## src/rtl/i2cseq_pkg.sv

```systemverilog
package i2cseq_pkg;
  localparam int CMD_W   = 11;
  localparam int CAUSE_W = 13;
  localparam int BIT_RD  = 8;
  localparam int BIT_STP = 9;
  localparam int BIT_RS  = 10;

  localparam int CZ_A7    = 0;
  localparam int CZ_A10HI = 1;
  localparam int CZ_A10LO = 2;
  localparam int CZ_DATA  = 3;
  localparam int CZ_OFF   = 11;
  localparam int CZ_ARB   = 12;

  typedef enum logic [1:0] {
    OP_START = 2'd0,
    OP_WRITE = 2'd1,
    OP_READ  = 2'd2,
    OP_STOP  = 2'd3
  } eng_op_e;

  typedef enum logic [3:0] {
    ST_IDLE, ST_START, ST_AHI, ST_ALO, ST_RSTART, ST_AHR, ST_DATA, ST_NEXT, ST_STOP
  } seq_state_e;
endpackage

```

## src/rtl/i2cseq_fifo.sv

```systemverilog
module i2cseq_fifo #(
  parameter int W     = 8,
  parameter int DEPTH = 4
) (
  input  logic         clk,
  input  logic         rst,
  input  logic         flush,
  input  logic         push,
  input  logic [W-1:0] wdata,
  input  logic         pop,
  output logic [W-1:0] rdata,
  output logic         empty,
  output logic         full
);
  localparam int AW = (DEPTH > 1) ? $clog2(DEPTH) : 1;
  localparam int CW = $clog2(DEPTH + 1);

  logic [W-1:0]  mem [DEPTH];
  logic [AW-1:0] wr_ptr, rd_ptr, wr_idx;
  logic [CW-1:0] count;
  logic          do_push, do_pop;

  assign full    = (count == CW'(DEPTH));
  assign empty   = (count == '0);
  assign do_push = push && (flush || !full);
  assign do_pop  = pop && !empty && !flush;
  assign wr_idx  = flush ? '0 : wr_ptr;
  assign rdata   = mem[rd_ptr];

  always_ff @(posedge clk) begin
    if (do_push) mem[wr_idx] <= wdata;
  end

  always_ff @(posedge clk) begin
    if (rst) begin
      wr_ptr <= '0;
      rd_ptr <= '0;
      count  <= '0;
    end else if (flush) begin
      rd_ptr <= '0;
      wr_ptr <= do_push ? AW'(1) : '0;
      count  <= do_push ? CW'(1) : '0;
    end else begin
      if (do_push) wr_ptr <= (wr_ptr == AW'(DEPTH - 1)) ? '0 : wr_ptr + AW'(1);
      if (do_pop)  rd_ptr <= (rd_ptr == AW'(DEPTH - 1)) ? '0 : rd_ptr + AW'(1);
      count <= count + CW'(do_push) - CW'(do_pop);
    end
  end
endmodule

```

## src/rtl/i2cseq_addr.sv

```systemverilog
module i2cseq_addr (
  input  logic       ten_bit,
  input  logic [9:0] target,
  input  logic       rd,
  output logic [7:0] hi_byte,
  output logic [7:0] lo_byte,
  output logic [7:0] hi_rd_byte
);
  // 10-bit header carries the two top address bits after a fixed 11110 prefix
  assign hi_byte    = ten_bit ? {5'b11110, target[9:8], 1'b0} : {target[6:0], rd};
  assign lo_byte    = target[7:0];
  assign hi_rd_byte = {5'b11110, target[9:8], 1'b1};
endmodule

```

## src/rtl/i2cseq_ctrl.sv

```systemverilog
module i2cseq_ctrl
  import i2cseq_pkg::*;
(
  input  logic               clk,
  input  logic               rst,
  input  logic               enable,
  input  logic               ten_bit,
  input  logic               off_push,
  input  logic [CMD_W-1:0]   head,
  input  logic               tx_empty,
  input  logic               rx_full,
  input  logic [7:0]         hi_byte,
  input  logic [7:0]         lo_byte,
  input  logic [7:0]         hi_rd_byte,
  input  logic               eng_ack,
  input  logic               eng_nack,
  input  logic               eng_arb_lost,
  output logic               eng_req,
  output logic [1:0]         eng_op,
  output logic [7:0]         eng_wdata,
  output logic               tx_pop,
  output logic               rx_push,
  output logic               flush,
  output logic               busy,
  output logic               hold_scl,
  output logic               abort_pulse,
  output logic [CAUSE_W-1:0] abort_cause
);
  seq_state_e         state, nstate;
  logic               cur_rd, rd_set;
  logic               acc, abort_now;
  logic [CAUSE_W-1:0] cause_now;
  eng_op_e            op_sel;
  logic               head_rd, head_stp, head_rs;

  assign head_rd  = head[BIT_RD];
  assign head_stp = head[BIT_STP];
  assign head_rs  = head[BIT_RS];
  assign acc      = eng_req && eng_ack;

  always_comb begin
    eng_req = 1'b0;
    op_sel  = OP_WRITE;
    eng_wdata = 8'h00;
    case (state)
      ST_START, ST_RSTART: begin eng_req = 1'b1; op_sel = OP_START; end
      ST_AHI:  begin eng_req = 1'b1; eng_wdata = hi_byte; end
      ST_ALO:  begin eng_req = 1'b1; eng_wdata = lo_byte; end
      ST_AHR:  begin eng_req = 1'b1; eng_wdata = hi_rd_byte; end
      ST_DATA: begin
        eng_req   = !(head_rd && rx_full);
        op_sel    = head_rd ? OP_READ : OP_WRITE;
        eng_wdata = head_rd ? 8'h00 : head[7:0];
      end
      ST_STOP: begin eng_req = 1'b1; op_sel = OP_STOP; end
      default: ;
    endcase
  end
  assign eng_op = op_sel;

  always_comb begin
    nstate    = state;
    tx_pop    = 1'b0;
    rx_push   = 1'b0;
    rd_set    = 1'b0;
    abort_now = 1'b0;
    cause_now = '0;
    if (acc && eng_arb_lost && state != ST_STOP) begin
      abort_now         = 1'b1;
      cause_now[CZ_ARB] = 1'b1;
      nstate            = ST_IDLE;
    end else begin
      case (state)
        ST_IDLE:   if (enable && !tx_empty) nstate = ST_START;
        ST_START:  if (acc) nstate = ST_AHI;
        ST_RSTART: if (acc) nstate = ST_AHR;
        ST_AHI: if (acc) begin
          if (eng_nack) begin
            abort_now = 1'b1;
            cause_now[ten_bit ? CZ_A10HI : CZ_A7] = 1'b1;
            nstate = ST_STOP;
          end else begin
            rd_set = 1'b1;
            nstate = ten_bit ? ST_ALO : ST_DATA;
          end
        end
        ST_ALO: if (acc) begin
          if (eng_nack) begin
            abort_now = 1'b1;
            cause_now[CZ_A10LO] = 1'b1;
            nstate = ST_STOP;
          end else begin
            nstate = head_rd ? ST_RSTART : ST_DATA;
          end
        end
        ST_AHR: if (acc) begin
          if (eng_nack) begin
            abort_now = 1'b1;
            cause_now[CZ_A10HI] = 1'b1;
            nstate = ST_STOP;
          end else begin
            nstate = ST_DATA;
          end
        end
        ST_DATA: if (acc) begin
          if (!head_rd && eng_nack) begin
            abort_now = 1'b1;
            cause_now[CZ_DATA] = 1'b1;
            nstate = ST_STOP;
          end else begin
            tx_pop  = 1'b1;
            rx_push = head_rd;
            nstate  = head_stp ? ST_STOP : ST_NEXT;
          end
        end
        ST_NEXT: if (!tx_empty) nstate = (head_rs || head_rd != cur_rd) ? ST_START : ST_DATA;
        ST_STOP: if (acc) nstate = ST_IDLE;
        default: nstate = ST_IDLE;
      endcase
    end
    if (off_push) begin
      abort_now = 1'b1;
      cause_now = '0;
      cause_now[CZ_OFF] = 1'b1;
    end
  end

  assign flush    = abort_now;
  assign busy     = (state != ST_IDLE);
  assign hold_scl = (state == ST_NEXT) && tx_empty;

  always_ff @(posedge clk) begin
    if (rst) begin
      state       <= ST_IDLE;
      cur_rd      <= 1'b0;
      abort_pulse <= 1'b0;
      abort_cause <= '0;
    end else begin
      state       <= nstate;
      abort_pulse <= abort_now;
      if (rd_set)    cur_rd      <= head_rd;
      if (abort_now) abort_cause <= cause_now;
    end
  end
endmodule

```

## src/rtl/i2c_cmd_sequencer.sv

```systemverilog
module i2c_cmd_sequencer #(
  parameter int TX_DEPTH = 8,
  parameter int RX_DEPTH = 4
) (
  input  logic        clk,
  input  logic        rst,
  input  logic        cfg_enable,
  input  logic        cfg_ten_bit,
  input  logic [9:0]  cfg_target,
  input  logic        tx_push,
  input  logic [10:0] tx_word,
  output logic        tx_full,
  output logic        tx_empty,
  input  logic        rx_pop,
  output logic [7:0]  rx_data,
  output logic        rx_empty,
  output logic        eng_req,
  output logic [1:0]  eng_op,
  output logic [7:0]  eng_wdata,
  input  logic        eng_ack,
  input  logic        eng_nack,
  input  logic        eng_arb_lost,
  input  logic [7:0]  eng_rdata,
  output logic        busy,
  output logic        hold_scl,
  output logic        abort_pulse,
  output logic [12:0] abort_cause
);
  import i2cseq_pkg::*;

  logic [9:0]       target_q;
  logic             ten_q;
  logic             off_push, on_push;
  logic [CMD_W-1:0] head;
  logic             tx_pop, rx_push, rx_full, flush;
  logic [7:0]       hi_byte, lo_byte, hi_rd_byte;

  always_ff @(posedge clk) begin
    if (rst) begin
      target_q <= '0;
      ten_q    <= 1'b0;
    end else if (!cfg_enable) begin
      target_q <= cfg_target;
      ten_q    <= cfg_ten_bit;
    end
  end

  assign off_push = tx_push && !cfg_enable;
  assign on_push  = tx_push && cfg_enable;

  i2cseq_fifo #(.W(CMD_W), .DEPTH(TX_DEPTH)) u_txq (
    .clk(clk), .rst(rst), .flush(flush), .push(on_push), .wdata(tx_word),
    .pop(tx_pop), .rdata(head), .empty(tx_empty), .full(tx_full)
  );

  i2cseq_fifo #(.W(8), .DEPTH(RX_DEPTH)) u_rxq (
    .clk(clk), .rst(rst), .flush(flush), .push(rx_push), .wdata(eng_rdata),
    .pop(rx_pop), .rdata(rx_data), .empty(rx_empty), .full(rx_full)
  );

  i2cseq_addr u_addr (
    .ten_bit(ten_q), .target(target_q), .rd(head[BIT_RD]),
    .hi_byte(hi_byte), .lo_byte(lo_byte), .hi_rd_byte(hi_rd_byte)
  );

  i2cseq_ctrl u_ctrl (
    .clk(clk), .rst(rst), .enable(cfg_enable), .ten_bit(ten_q), .off_push(off_push),
    .head(head), .tx_empty(tx_empty), .rx_full(rx_full),
    .hi_byte(hi_byte), .lo_byte(lo_byte), .hi_rd_byte(hi_rd_byte),
    .eng_ack(eng_ack), .eng_nack(eng_nack), .eng_arb_lost(eng_arb_lost),
    .eng_req(eng_req), .eng_op(eng_op), .eng_wdata(eng_wdata),
    .tx_pop(tx_pop), .rx_push(rx_push), .flush(flush),
    .busy(busy), .hold_scl(hold_scl),
    .abort_pulse(abort_pulse), .abort_cause(abort_cause)
  );
endmodule

```

## config.mk

```make
export PLATFORM = sky130hd
export DESIGN_NAME = i2c_cmd_sequencer
export DESIGN_NICKNAME = d
export VERILOG_FILES = /design/src/rtl/i2cseq_pkg.sv /design/src/rtl/i2cseq_fifo.sv /design/src/rtl/i2cseq_addr.sv /design/src/rtl/i2cseq_ctrl.sv /design/src/rtl/i2c_cmd_sequencer.sv
export SDC_FILE = /design/constraint.sdc
export NUM_CORES = 1
export LEC_CHECK = 0
export ABC_AREA = 1
export CORE_MARGIN = 2
export CORE_UTILIZATION = 49
export CTS_CLUSTER_SIZE = 16
export DETAILED_ROUTE_END_ITERATION = 8
export DONT_BUFFER_PORTS = 1
export MAX_ROUTING_LAYER = met4
export PLACE_DENSITY_LB_ADDON = 0.3
export SETUP_SLACK_MARGIN = 0.02
export SYNTH_ARGS = -nofsm -noshare
export SYNTH_HDL_FRONTEND = slang
export SYNTH_HIERARCHICAL = 1
export SYNTH_SLANG_ARGS = --single-unit
```

## constraint.sdc

```tcl
create_clock -name clk -period 3.2 [get_ports clk]
set_input_delay 0.64 -clock clk [delete_from_list [all_inputs] [get_ports clk]]
set_output_delay 0.64 -clock clk [all_outputs]
set_load 0.03 [all_outputs]
```

After elaboration in Yosys (flattened, before gate mapping)
Memory sizes are Yosys's and may differ from the RTL's. A register that Yosys moved wholly into a read port is not among the register bits. Index checks and enable logic that the tools add are counted.

Flip-flop bits (word level): 47. RAM bits: 120. Input port bits: 38. Output and inout bits: 38. Logic and storage cells: 168. Memories kept: 2.

Add/subtract/negate cells: 8. Order comparisons: 2. Equality and inequality tests: 25. Multiplexer cells: 80. Reductions and logical operators: 39.

Memory list: u_txq.mem (words 8, width 11, rd ports 1, clocked after memory_dff 1, write ports 1, RTL line i2cseq_fifo.sv:18) `logic [W-1:0] mem [DEPTH];`; u_rxq.mem (words 4, width 8, rd ports 1, clocked after memory_dff 1, write ports 1, RTL line i2cseq_fifo.sv:18).

Operators by type and width (count): two-way mux 4 bit (15); two-way mux 13 bit (3); one-hot mux 4 bit (9 select lines) (1); greater-or-equal comparator 32 x 1 -> 1 bit (second input constant) (1); less-than comparator 32 x 6 -> 1 bit (second input constant) (1); one-hot mux 8 bit (4 select lines) (1); two-way mux 1 bit (30); two-way mux 3 bit (10); two-way mux 2 bit (9); == test 4 x 3 -> 1 bit (second input constant) (4); logical AND 1 bit (16); two-way mux 8 bit (2); != test 2 x 1 -> 1 bit (second input constant) (8); two-way mux 12 bit (1); one-hot mux 1 bit (2 select lines) (5); == test 3 bit (second input constant) (3); two-way mux 9 bit (1); AND reduction 9 bit (1); == test 4 x 2 -> 1 bit (second input constant) (2); == test 4 bit (second input constant) (2); logical NOT 1 bit (8); logical NOT 4 bit (2); adder 3 x 1 -> 3 bit (second input constant) (2); one-hot mux 2 bit (3 select lines) (1); other kinds (18) (25).

Longest topological paths before layout
Gate-level depths: netlist of the first run.

Word-level depth: 14. Gate-level depth with buffers: 26. Gate-level depth less buffers: 23.

Modules after synthesis
The synthesis of the first run kept the hierarchy.

Modules (own cells, without submodules): i2cseq_fifo (u_txq) (times used 1, cells an instance 488, area an instance 4533.1 um^2, sequential area each 2902.8 um^2); i2cseq_fifo (u_rxq) (times used 1, cells an instance 147, area an instance 1666.6 um^2, sequential area each 1141.1 um^2); i2cseq_ctrl (times used 1, cells an instance 203, area an instance 1201.2 um^2, sequential area each 240.2 um^2); i2c_cmd_sequencer (times used 1, cells an instance 74, area an instance 473.0 um^2, sequential area each 220.2 um^2); i2cseq_addr (times used 1, cells an instance 33, area an instance 193.9 um^2, sequential area each 0.0 um^2).

Worst setup path before layout of the first run
OpenSTA, ideal clock, no wires.

Path type: register to register. Start point: register with a tool-made name. End point: register u_txq.count[2]. Setup time: 0.114 ns. Arrival time: 3.293 ns. Data required time: 3.086 ns. Path slack: -0.207 ns. Cell stages (with the launch flop): 27. Path buffers: 4. Clock period less this slack: 3.407 ns. Path through: dfxtp_1 -> buf_2 -> buf_6 -> buf_6 -> nand2_1 -> nand2_1 -> nand2_1 -> nand2_1 -> nand2_1 -> buf_2 -> nand2_1 -> inv_1 -> nor2_2 -> nor2_2 -> nand2_4 -> nand3_2 -> nand3_2 -> inv_1 -> nand3_1 -> inv_1 -> ha_1 -> inv_1 -> ha_1 -> inv_1 -> fa_1 -> xor2_1 -> nor2_1.

RTL lines: to (signal assigned) (RTL line i2cseq_fifo.sv:42) `count <= do_push ? CW'(1) : '0;`; to (signal assigned) (RTL line i2cseq_fifo.sv:46) `count <= count + CW'(do_push) - CW'(do_pop);`; to (decl) (RTL line i2cseq_fifo.sv:20) `logic [CW-1:0] count;`.

Worst setup path after layout of the first run
Start point: register u_ctrl.state[2]. End point: register u_rxq.count[1].

Elaborated cells on any way between the ends: 29. Classes of those cells: 2 x add/sub; 8 x eq/ne; 10 x mux; 9 x reduce/logical.

RTL lines: from (decl) (RTL line i2cseq_ctrl.sv:29) `seq_state_e state, nstate;`; from (signal assigned) (RTL line i2cseq_ctrl.sv:139) `state <= nstate;`; == test 4 bit, or another cell as far along (RTL line i2cseq_ctrl.sv:45) `case (state)`; OR reduction 6 bit (no source line); one-hot mux 1 bit (2 select lines) (RTL line i2cseq_ctrl.sv:45); logical AND 1 bit (RTL line i2cseq_ctrl.sv:39) `assign acc = eng_req && eng_ack;`; two-way mux 1 bit / logical AND 1 bit (equally long branches) (RTL line i2cseq_ctrl.sv:105, i2cseq_ctrl.sv:68); two-way mux 1 bit / logical AND 1 bit (equally long branches) (RTL line i2cseq_ctrl.sv:73, i2cseq_ctrl.sv:68); two-way mux 1 bit * (RTL line i2cseq_ctrl.sv:68) `if (acc && eng_arb_lost && state != ST_STOP) begin`; net rx_push (RTL line i2c_cmd_sequencer.sv:35) `logic tx_pop, rx_push, rx_full, flush;`; logical AND 1 bit * (RTL line i2cseq_fifo.sv:25) `assign do_push = push && (flush || !full);`; adder 3 x 1 -> 3 bit * (RTL line i2cseq_fifo.sv:46); subtractor 3 x 1 -> 3 bit * (RTL line i2cseq_fifo.sv:46); two-way mux 3 bit * (RTL line i2cseq_fifo.sv:39) `end else if (flush) begin`; to (signal assigned) (RTL line i2cseq_fifo.sv:42); to (signal assigned) (RTL line i2cseq_fifo.sv:46); to (decl) (RTL line i2cseq_fifo.sv:20).

Mark *: on every way through the listed nets, which the timed path passes. The rest lies on a longest branch. A chain may end at the register's enable or synchronous reset.

==> results of run 1 <==
## area by class of cell
class | instances | area [µm²]
sequential | 165 | 4510
multi-input combinational | 619 | 2900
inverter | 127 | 479
fill | 1418 | 6920
tap | 216 | 270
clock inverter | 13 | 123
timing repair buffer | 46 | 362
clock buffer | 19 | 433
## path summary, 6_finish.rpt
kind / to
setup / recovery: u_rxq/count[1]
hold / removal: u_txq/wr_ptr[0]
setup reg to reg: u_rxq/count[1]
hold reg to reg: target_q[7]
## sequential cells by signal, indices dropped and copies added (netlist names), 3 cells and up, named ones only
register	cells
target_q	10
u_txq/count	4
u_txq/rd_ptr	3
u_rxq/mem	32
u_txq/mem	88
u_ctrl/state	4
u_txq/wr_ptr	3
u_rxq/count	3
u_ctrl/abort_cause	6
## power by group through the flow
stage,clock [mW],combinational [mW],sequential [mW]
3_3_place_gp,0,0.882,2.48
4_1_cts,1.94,0.893,2.44
5_1_grt,2.03,1.05,2.44
6_report,1.89,0.966,2.44
3_5_place_dp,0,0.889,2.48
2_1_floorplan,0,0.703,2.47
## synth_stat cells (2+ instances only)
cell type | count | area (µm²)
edfxtp_1 | 120 | 3600
nor2_2 | 8 | 50.1
nand3_1 | 20 | 100
nand3_4 | 2 | 35.0
inv_1 | 121 | 454
o21ai_2 | 2 | 17.5
fa_1 | 2 | 40.0
nor2_1 | 188 | 706
nand2_2 | 3 | 18.8
o21ai_0 | 22 | 110
buf_6 | 7 | 78.8
o21ai_1 | 3 | 15.0
or2_1 | 4 | 25.0
nand4_1 | 10 | 62.6
nor2_4 | 3 | 33.8
a21oi_1 | 21 | 105
nand3b_1 | 3 | 22.5
inv_2 | 5 | 18.8
buf_4 | 27 | 203
buf_2 | 9 | 45.0
nand2_4 | 4 | 45.0
dfxtp_1 | 45 | 901
nand2_1 | 277 | 1040
conb_1 | 3 | 11.3
ha_1 | 13 | 163
o22ai_1 | 8 | 50.1
nor3_1 | 3 | 15.0
nand3_2 | 3 | 30.0
## routing by layer
metal  up-vias  global-route usage [%]
met1      2632                    24.9
met5         -                       -
met4         0                    7.65
met3        22                    4.92
met2       160                    31.5
li1       3004                       -
## logic make-up (layout without fill, tap and decap cells)
kind of cell	after synthesis	count (layout)	synth area share [%]
AOI/OAI and AO/OA	57	57	3.80
xor gates and xnor gates	1	1	0.109
adders and majority gates	15	15	2.51
buffers and inverters	172	205	10.0
DFF	165	165	55.8
other	3	13	0.140
and+or+nand+nor	532	533	27.6
## stage by stage
stage / setup slack [ns] / area [µm²] / TNS, ns
4_1_cts: 0.105 / 8890 / 0
2_1_floorplan: 0.0178 / 8140 / 0
3_3_place_gp: 0.220 / 8330 / 0
3_5_place_dp: 0.143 / 8330 / 0
5_1_grt: -0.105 / 9080 / -0.107
6_report: 0.163 / 9080 / 0
## what timing repair did
item | 4_1_cts | 5_1_grt
endpoints found under the setup margin | 0 | 4
resized for setup | 0 | 23
buffers inserted | 0 | 13
## worst reg2reg max path, stage by stage (launching register included)
cell     delay (ns)
dfxtp_1        0.37
inv_1          0.10
nor2_4         0.19
nand2_4        0.16
nor2_2         0.18
nor2_4         0.06
a21oi_2        0.17
nand2_2        0.10
nor3_4         0.24
nand2_1        0.10
nand2_2        0.10
inv_2          0.06
ha_4           0.27
inv_4          0.03
ha_4           0.14
fa_2           0.51
nor3b_2        0.17
==> flow_summary.ini, run 1 <==
[run_status]
status = complete, no violations

[worst_setup_path]
timing.rr.start = u_ctrl/state[2]
path_depth = 16
worstSetupPathType = flop to flop
slowest_stage = fa_2
worst-r2r-cell-count = 16
crit_fanout = 10
crit_family = simple AND/OR/NAND/NOR gates
crit_required_ns = 3.55
critPathMaxStageDelay_ns = 0.51
cp.buffers_inverters = 3
endpoint_kind = flop
path_cells = inv_1 > nor2_4 > nand2_4 > nor2_2 > nor2_4 > a21oi_2 > nand2_2 > nor3_4 > nand2_1 > nand2_2 > inv_2 > ha_4 > inv_4 > ha_4 > fa_2 > nor3b_2
reg2reg_setup_slack_ns = 0.16
cp_data_arrival_time_ns = 3.39
startpoint_type = flop
startpoint = u_ctrl/state[2]

[place]
dp_cells = 1159
port-buffer-count = 0
dp_hpwl_mm = 10.9
place_congestion = 0.934

[floorplanning]
io_pins = 76
start_util_pct = 50.4
dieArea_mm2 = 0.0175
dieHeight_um = 132
core_area_mm2 = 0.0160
rows = 46
die_w_um = 132

[pwr]
leakage_nw = 3.99
p_total_mw = 5.30
pwr-share-seq_pct = 46.0
intPower_mw = 3.71
clkPwrFrac_pct = 35.7
netSwitchingFraction_pct = 30.0
power.net_switching_mw = 1.59
peakVddDrop_mv = 0.432
combPwrFrac_pct = 18.2
p_per_area_mw_per_mm2 = 583

[synth]
synthCells = 945
syn-mean-instance-area_um2 = 8.54
synth_ff_type = edfxtp_1
synth.distinct_cells = 37
seq_area_frac_synth_pct = 55.8
synth_seq_cells = 165
yosys_warnings = 6
synth-edff-count = 120
async_flop_share_pct = 0
syn_area_mm2 = 0.00807

[global_route]
grt_pass1_vias = 5369
antenna_found_initial = 0
grtUsageTotal_pct = 20.0
grt_max_degree = 65
grt_overflow = 0
grt_pass1_wl_mm = 26.5

[timing]
fin_crit_ns = 3.04
tightest_slew_ns = 0.725
rsz0062_at_grt = true
fin_skew_ns = 0.00948
timing.fmax_mhz = 329
holdWs_ns = 0.276
relSlewSlack_pct = 52.4
finalMaxSlewViolations = 0
setup_viol = 0
hold_viol = 0
fin_crit_sh_pct = 94.9

[drt]
vias = 5818
m1WireLength_mm = 7.40
dr.pass1.iters = 5
post_drt_wl_per_cell_um = 14.0
wl_met2_mm = 8.13
viasPerCell = 4.83
postRouteAntennaNets = 0
drt_iter0_markers = 407
wl_met3_mm = 1.03
drc = 0
routed.top_layer = met4
wirelength_mm = 16.8

[min_path]
holdPathStages = 1
min_path_type = input pin to flop
worstHoldStart = rst

[final_layout]
finalNetCount = 1029
stdcell_count = 1205
final_common_cell = nand2_1
insertedDiodeCount = 0
final_layout_size_suffix_gt1_share_pct = 13.1
final_cell_mix = 271 x nand2_1, 188 x nor2_1, 120 x edfxtp_1
fin_util_pct = 56.8
area_delta_synth_final_pct = 12.6

[cts]
holdBufCountCts = 0
cts_root_buffer = clkbuf_16
clock_sinks = 165
cts_tree = done
insertion_delay_ns = 0.43
cts.clk_slew.worst_paths_ns = 0.06
clk_path_buf_depth = 2
cts_inserted_buffers = 17
cts.htree.levels = 4

[job]
drv_cap = 0
No activity file was read; power rests on OpenSTA's default activity.
==> inputs of run 2 (changes only) <==
==> constraint.sdc (replaced) <==
create_clock -name clk -period 3.2 [get_ports clk]
set_input_delay 0.48 -clock clk [delete_from_list [all_inputs] [get_ports clk]]
set_output_delay 0.48 -clock clk [all_outputs]
set_load 0.03 [all_outputs]
==> flow_summary.ini, run 2 (same netlist as run 1, synthesis figures left out) <==
[cts]
clk_path_buf_depth = 2
cts_inserted_buffers = 17
cts.htree.levels = 4
cts_root_buffer = clkbuf_16
insertion_delay_ns = 0.43
cts_tree = done
holdBufCountCts = 0
cts.clk_slew.worst_paths_ns = 0.07
clock_sinks = 165

[final_layout]
largest_reg_flops = 88
largestRegisters = u_txq/mem x88, u_rxq/mem x32, target_q x10
regMostFlops = u_txq/mem
final_cell_mix = 273 x nand2_1, 187 x nor2_1, 120 x edfxtp_1
insertedDiodeCount = 0
final_common_cell = nand2_1
area_delta_synth_final_pct = 11.5
finalNetCount = 1022
final_layout_size_suffix_gt1_share_pct = 12.3

[worst_setup_path]
worstSetupPathType = flop to flop
crit_required_ns = 3.56
crit_fanout = 3
startpoint_type = flop
cp_data_arrival_time_ns = 3.44
endpoint_kind = flop

[pwr]
peakVddDrop_mv = 0.430
p_total_mw = 5.24
p_per_area_mw_per_mm2 = 583
leakage_nw = 3.93

[timing]
hold_viol = 0
fin_skew_ns = 0.00953
relSlewSlack_pct = 52.4
tightest_slew_ns = 0.725
timing.fmax_mhz = 324
setup_viol = 0
fin_crit_ns = 3.09
worst_slack_ns = 0.114
finalMaxSlewViolations = 0
holdWs_ns = 0.118
fin_crit_sh_pct = 96.4

[floorplanning]
dieHeight_um = 132
io_pins = 76
start_util_pct = 50.4
die_w_um = 132
rows = 46
dieArea_mm2 = 0.0175
core_area_mm2 = 0.0160

[global_route]
grt_max_degree = 69
grt_pass1_vias = 5241
grt_pass1_wl_mm = 26.6
grt_overflow = 0
antenna_found_initial = 0
grtUsageTotal_pct = 20.3

[drt]
vias = 5791
wirelength_mm = 17.1
drt_iter0_markers = 405
dr.pass1.iters = 6
postRouteAntennaNets = 0
drc = 0
post_drt_wl_per_cell_um = 14.3
viasPerCell = 4.84

[job]
drv_cap = 0

[place]
post-place-ws_ns = 0.117
place_congestion = 0.930
port-buffer-count = 0
dp_hpwl_mm = 11.3

[run_status]
status = complete, no violations

[min_path]
min_path_type = input pin to flop
==> run 2: cell count changes in the layout (fill, tap and decap cells not counted), sizes merged <==
| cell | change |
|---|---|
| inv | +3 |
| buf | -7 |
| clkbuf | -1 |
| clkinv | -4 |
| clkinvlp | +1 |
==> run 2: worst paths after layout <==
kind | startpoint | to | slack (ns) | cells past startpoint
max | u_txq/mem[4][8] | u_rxq/count[1] | 0.11 | 21
min | rst | u_ctrl/abort_cause[11] | 0.12 | 1
max reg2reg | u_txq/mem[4][8] | u_rxq/count[1] | 0.11 | 21
min reg2reg | u_txq/rd_ptr[2] | u_txq/rd_ptr[2] | 0.53 | 4
==> run 2: report_power, final <==
| part | internal (mW) | leakage (nW) | switching, mW | total [mW] |
|---|---|---|---|---|
| combinational | 0.282 | 2.22 | 0.637 | 0.919 |
| clock | 1.01 | 0.261 | 0.874 | 1.88 |
| sequential | 2.37 | 1.45 | 0.0706 | 2.44 |
| total | 3.66 | 3.93 | 1.58 | 5.24 |
==> run 2: layer usage <==
metal | track usage [%] | vias up | share of wire, %
li1 | - | 2987 | -
met1 | 25.5 | 2646 | 45
met2 | 32.3 | 142 | 49
met3 | 5.77 | 16 | 5.6
met4 | 5.44 | 0 | 1.2
met5 | - | - | 0
==> run 2: worst max-delay path, cell delays in order (launching register included) <==
cell and delay (ns):
edfxtp_1 0.39, nor2_2 0.11, nor2_1 0.05, nand2_1 0.06
nand2_1 0.05, nand2_1 0.07, nand2_2 0.07, nand2_1 0.06
inv_1 0.04, nor2_2 0.13, nor2_4 0.07, a21oi_2 0.17
nand2_2 0.09, nor3_4 0.23, nand2_1 0.10, nand2_1 0.10
inv_2 0.06, ha_4 0.25, inv_1 0.04, ha_2 0.18
fa_2 0.53, nor3b_2 0.15
==> run 2: final cells by class <==
type,count,area (µm²)
Fill cell,1416,7010
Sequential cell,165,4510
Multi-Input combinational cell,619,2900
Inverter,127,477
Clock buffer,18,429
Timing Repair Buffer,39,297
Tap cell,216,270
Clock inverter,13,110
==> run 2: repair_timing <==
action | CTS | global route
buffers inserted | 0 | 12
gates resized for setup | 0 | 19
endpoints found under the setup margin | 0 | 5
==> run 2: stage by stage <==
step | util (%) | area, µm² | setup TNS, ns | instances
CTS | 55.1 | 8810 | 0 | 1184
floorplan | - | 8140 | 0 | 955
finish | 56.2 | 8990 | 0 | 1197
global placement | 51.7 | 8280 | 0 | 1153
detailed placement | 51.7 | 8280 | 0 | 1153
global route | 56.2 | 8990 | -0.126 | 1197
==> inputs of run 3 (changes only) <==
--- a/config.mk
+++ b/config.mk
@@ -6,8 +6,10 @@
 export NUM_CORES = 1
 export LEC_CHECK = 0
 export ABC_AREA = 1
+export CELL_PAD_IN_SITES_DETAIL_PLACEMENT = 1
+export CELL_PAD_IN_SITES_GLOBAL_PLACEMENT = 1
 export CORE_MARGIN = 2
-export CORE_UTILIZATION = 49
+export CORE_UTILIZATION = 44
 export CTS_CLUSTER_SIZE = 16
 export DETAILED_ROUTE_END_ITERATION = 8
 export DONT_BUFFER_PORTS = 1
==> flow_summary.ini, run 3 (same netlist as run 1, synthesis figures left out) <==
[cts]
holdBufCountCts = 0
cts.htree.levels = 4
cts_inserted_buffers = 17
cts.clk_slew.worst_paths_ns = 0.07
cts_tree = done
clk_path_buf_depth = 2
cts_root_buffer = clkbuf_16
insertion_delay_ns = 0.43
clock_sinks = 165

[timing]
tightest_slew_ns = 0.723
hold_viol = 0
timing.fmax_mhz = 324
relSlewSlack_pct = 52.5
fin_crit_ns = 3.09
fin_skew_ns = 0.0126
setup_viol = 0
finalSetupTns_ns = 0
worst_slack_ns = 0.113
fin_crit_sh_pct = 96.5
finalMaxSlewViolations = 0
holdWs_ns = 0.123

[worst_setup_path]
crit_required_ns = 3.56
startpoint_type = flop
worst-r2r-cell-count = 21
path_cells = nor2_1 > nor2_1 > nand2_1 > nand2_1 > nand2_1 > nand2_2 > nand2_2 > inv_2 > nor2_4 > nor2_4 > a21oi_4 > nand2_2 > nor3_4 > nand2_1 > nand2_2 > inv_4 > ha_4 > inv_2 > ha_4 > fa_2 > nor3b_2
slowest_stage = fa_2
endpoint_kind = flop
cp_data_arrival_time_ns = 3.44
crit_fanout = 7
critPathMaxStageDelay_ns = 0.51
crit_family = simple AND/OR/NAND/NOR gates
path_depth = 21
cp.buffers_inverters = 3
worstSetupPathType = flop to flop

[global_route]
antenna_found_initial = 0
grt_pass1_wl_mm = 31.8
grt_pass1_vias = 6336
grt_max_degree = 41
grtUsageTotal_pct = 21.6
grt_overflow = 0

[final_layout]
area_delta_synth_final_pct = 13.9
final_layout_size_suffix_gt1_share_pct = 14.8
insertedDiodeCount = 0
final_common_cell = nand2_1
finalNetCount = 1034
largestRegisters = u_txq/mem x88, u_rxq/mem x32, target_q x10
largest_reg_flops = 88
stdcell_count = 1223
final_area_mm2 = 0.00919
fin_util_pct = 51.2
regMostFlops = u_txq/mem
final_cell_mix = 269 x nand2_1, 186 x nor2_1, 120 x edfxtp_1

[pwr]
p_per_area_mw_per_mm2 = 587
peakVddDrop_mv = 0.377
p_total_mw = 5.39
leakage_nw = 4.00

[drt]
viasPerCell = 4.97
postRouteAntennaNets = 0
dr.pass1.iters = 4
wirelength_mm = 20.4
drt_iter0_markers = 343
drc = 0
vias = 6081
post_drt_wl_per_cell_um = 16.7

[floorplanning]
start_util_pct = 44.9
die_w_um = 139
io_pins = 76
core_area_mm2 = 0.0180
dieArea_mm2 = 0.0194
dieHeight_um = 139
rows = 49

[place]
port-buffer-count = 0
dp_hpwl_mm = 13.6
place_congestion = 0.852
post_dp_cell_area_mm2 = 0.00834
dp_cells = 1173
post-place-ws_ns = 0.0931

[min_path]
holdPathStages = 1
min_path_type = input pin to flop

[run_status]
status = complete, no violations

[job]
drv_cap = 0
-- run 3: cell count changes in the layout (fill, tap and decap cells not counted), sizes merged --
| cell | delta |
|---|---|
| clkinv | +3 |
| inv | -3 |
| buf | +12 |
| bufinv | +1 |
-- run 3: where the power goes --
| part | leakage [nW] | total (mW) | internal [mW] | switching [mW] |
|---|---|---|---|---|
| Sequential | 1.45 | 2.44 | 2.37 | 0.0715 |
| Combinational | 2.28 | 1.00 | 0.326 | 0.677 |
| Clock | 0.271 | 1.95 | 1.08 | 0.871 |
-- run 3: layout make-up --
class	count	area (µm²)
Clock buffer	18	429
Clock inverter	14	128
Fill cell	2139	8770
Inverter	127	482
Multi-Input combinational cell	619	2970
Sequential cell	165	4510
Tap cell	229	287
Timing Repair Buffer	51	390
-- run 3: what timing repair did --
action	CTS	global route
buffers inserted	0	17
setup endpoints to repair	0	24
resized for setup	0	43
-- run 3: worst paths after layout --
check | start | end | slack [ns]
hold / removal | rst | u_ctrl/abort_pulse | 0.12
hold reg to reg | target_q[5] | target_q[5] | 0.53
setup / recovery | flop | u_rxq/count[1] | 0.11
setup reg to reg | flop | u_rxq/count[1] | 0.11
-- run 3: worst reg2reg max path, stage by stage, from the launching register on --
cell and delay, ns:
dfxtp_4 0.38, nor2_1 0.13, nor2_1 0.06, nand2_1 0.07, nand2_1 0.06, nand2_1 0.06
nand2_2 0.07, nand2_2 0.07, inv_2 0.04, nor2_4 0.10, nor2_4 0.07, a21oi_4 0.17
nand2_2 0.10, nor3_4 0.25, nand2_1 0.13, nand2_2 0.11, inv_4 0.05, ha_4 0.26
inv_2 0.04, ha_4 0.15, fa_2 0.51, nor3b_2 0.14
-- run 3: per-layer routing --
layer | GRT usage, % | vias to the layer above | wire length (µm)
li1 | - | 3011 | -
met1 | 26.0 | 2946 | 8850
met2 | 36.7 | 105 | 10300
met3 | 5.06 | 19 | 947
met4 | 5.58 | 0 | 261
met5 | - | - | 0
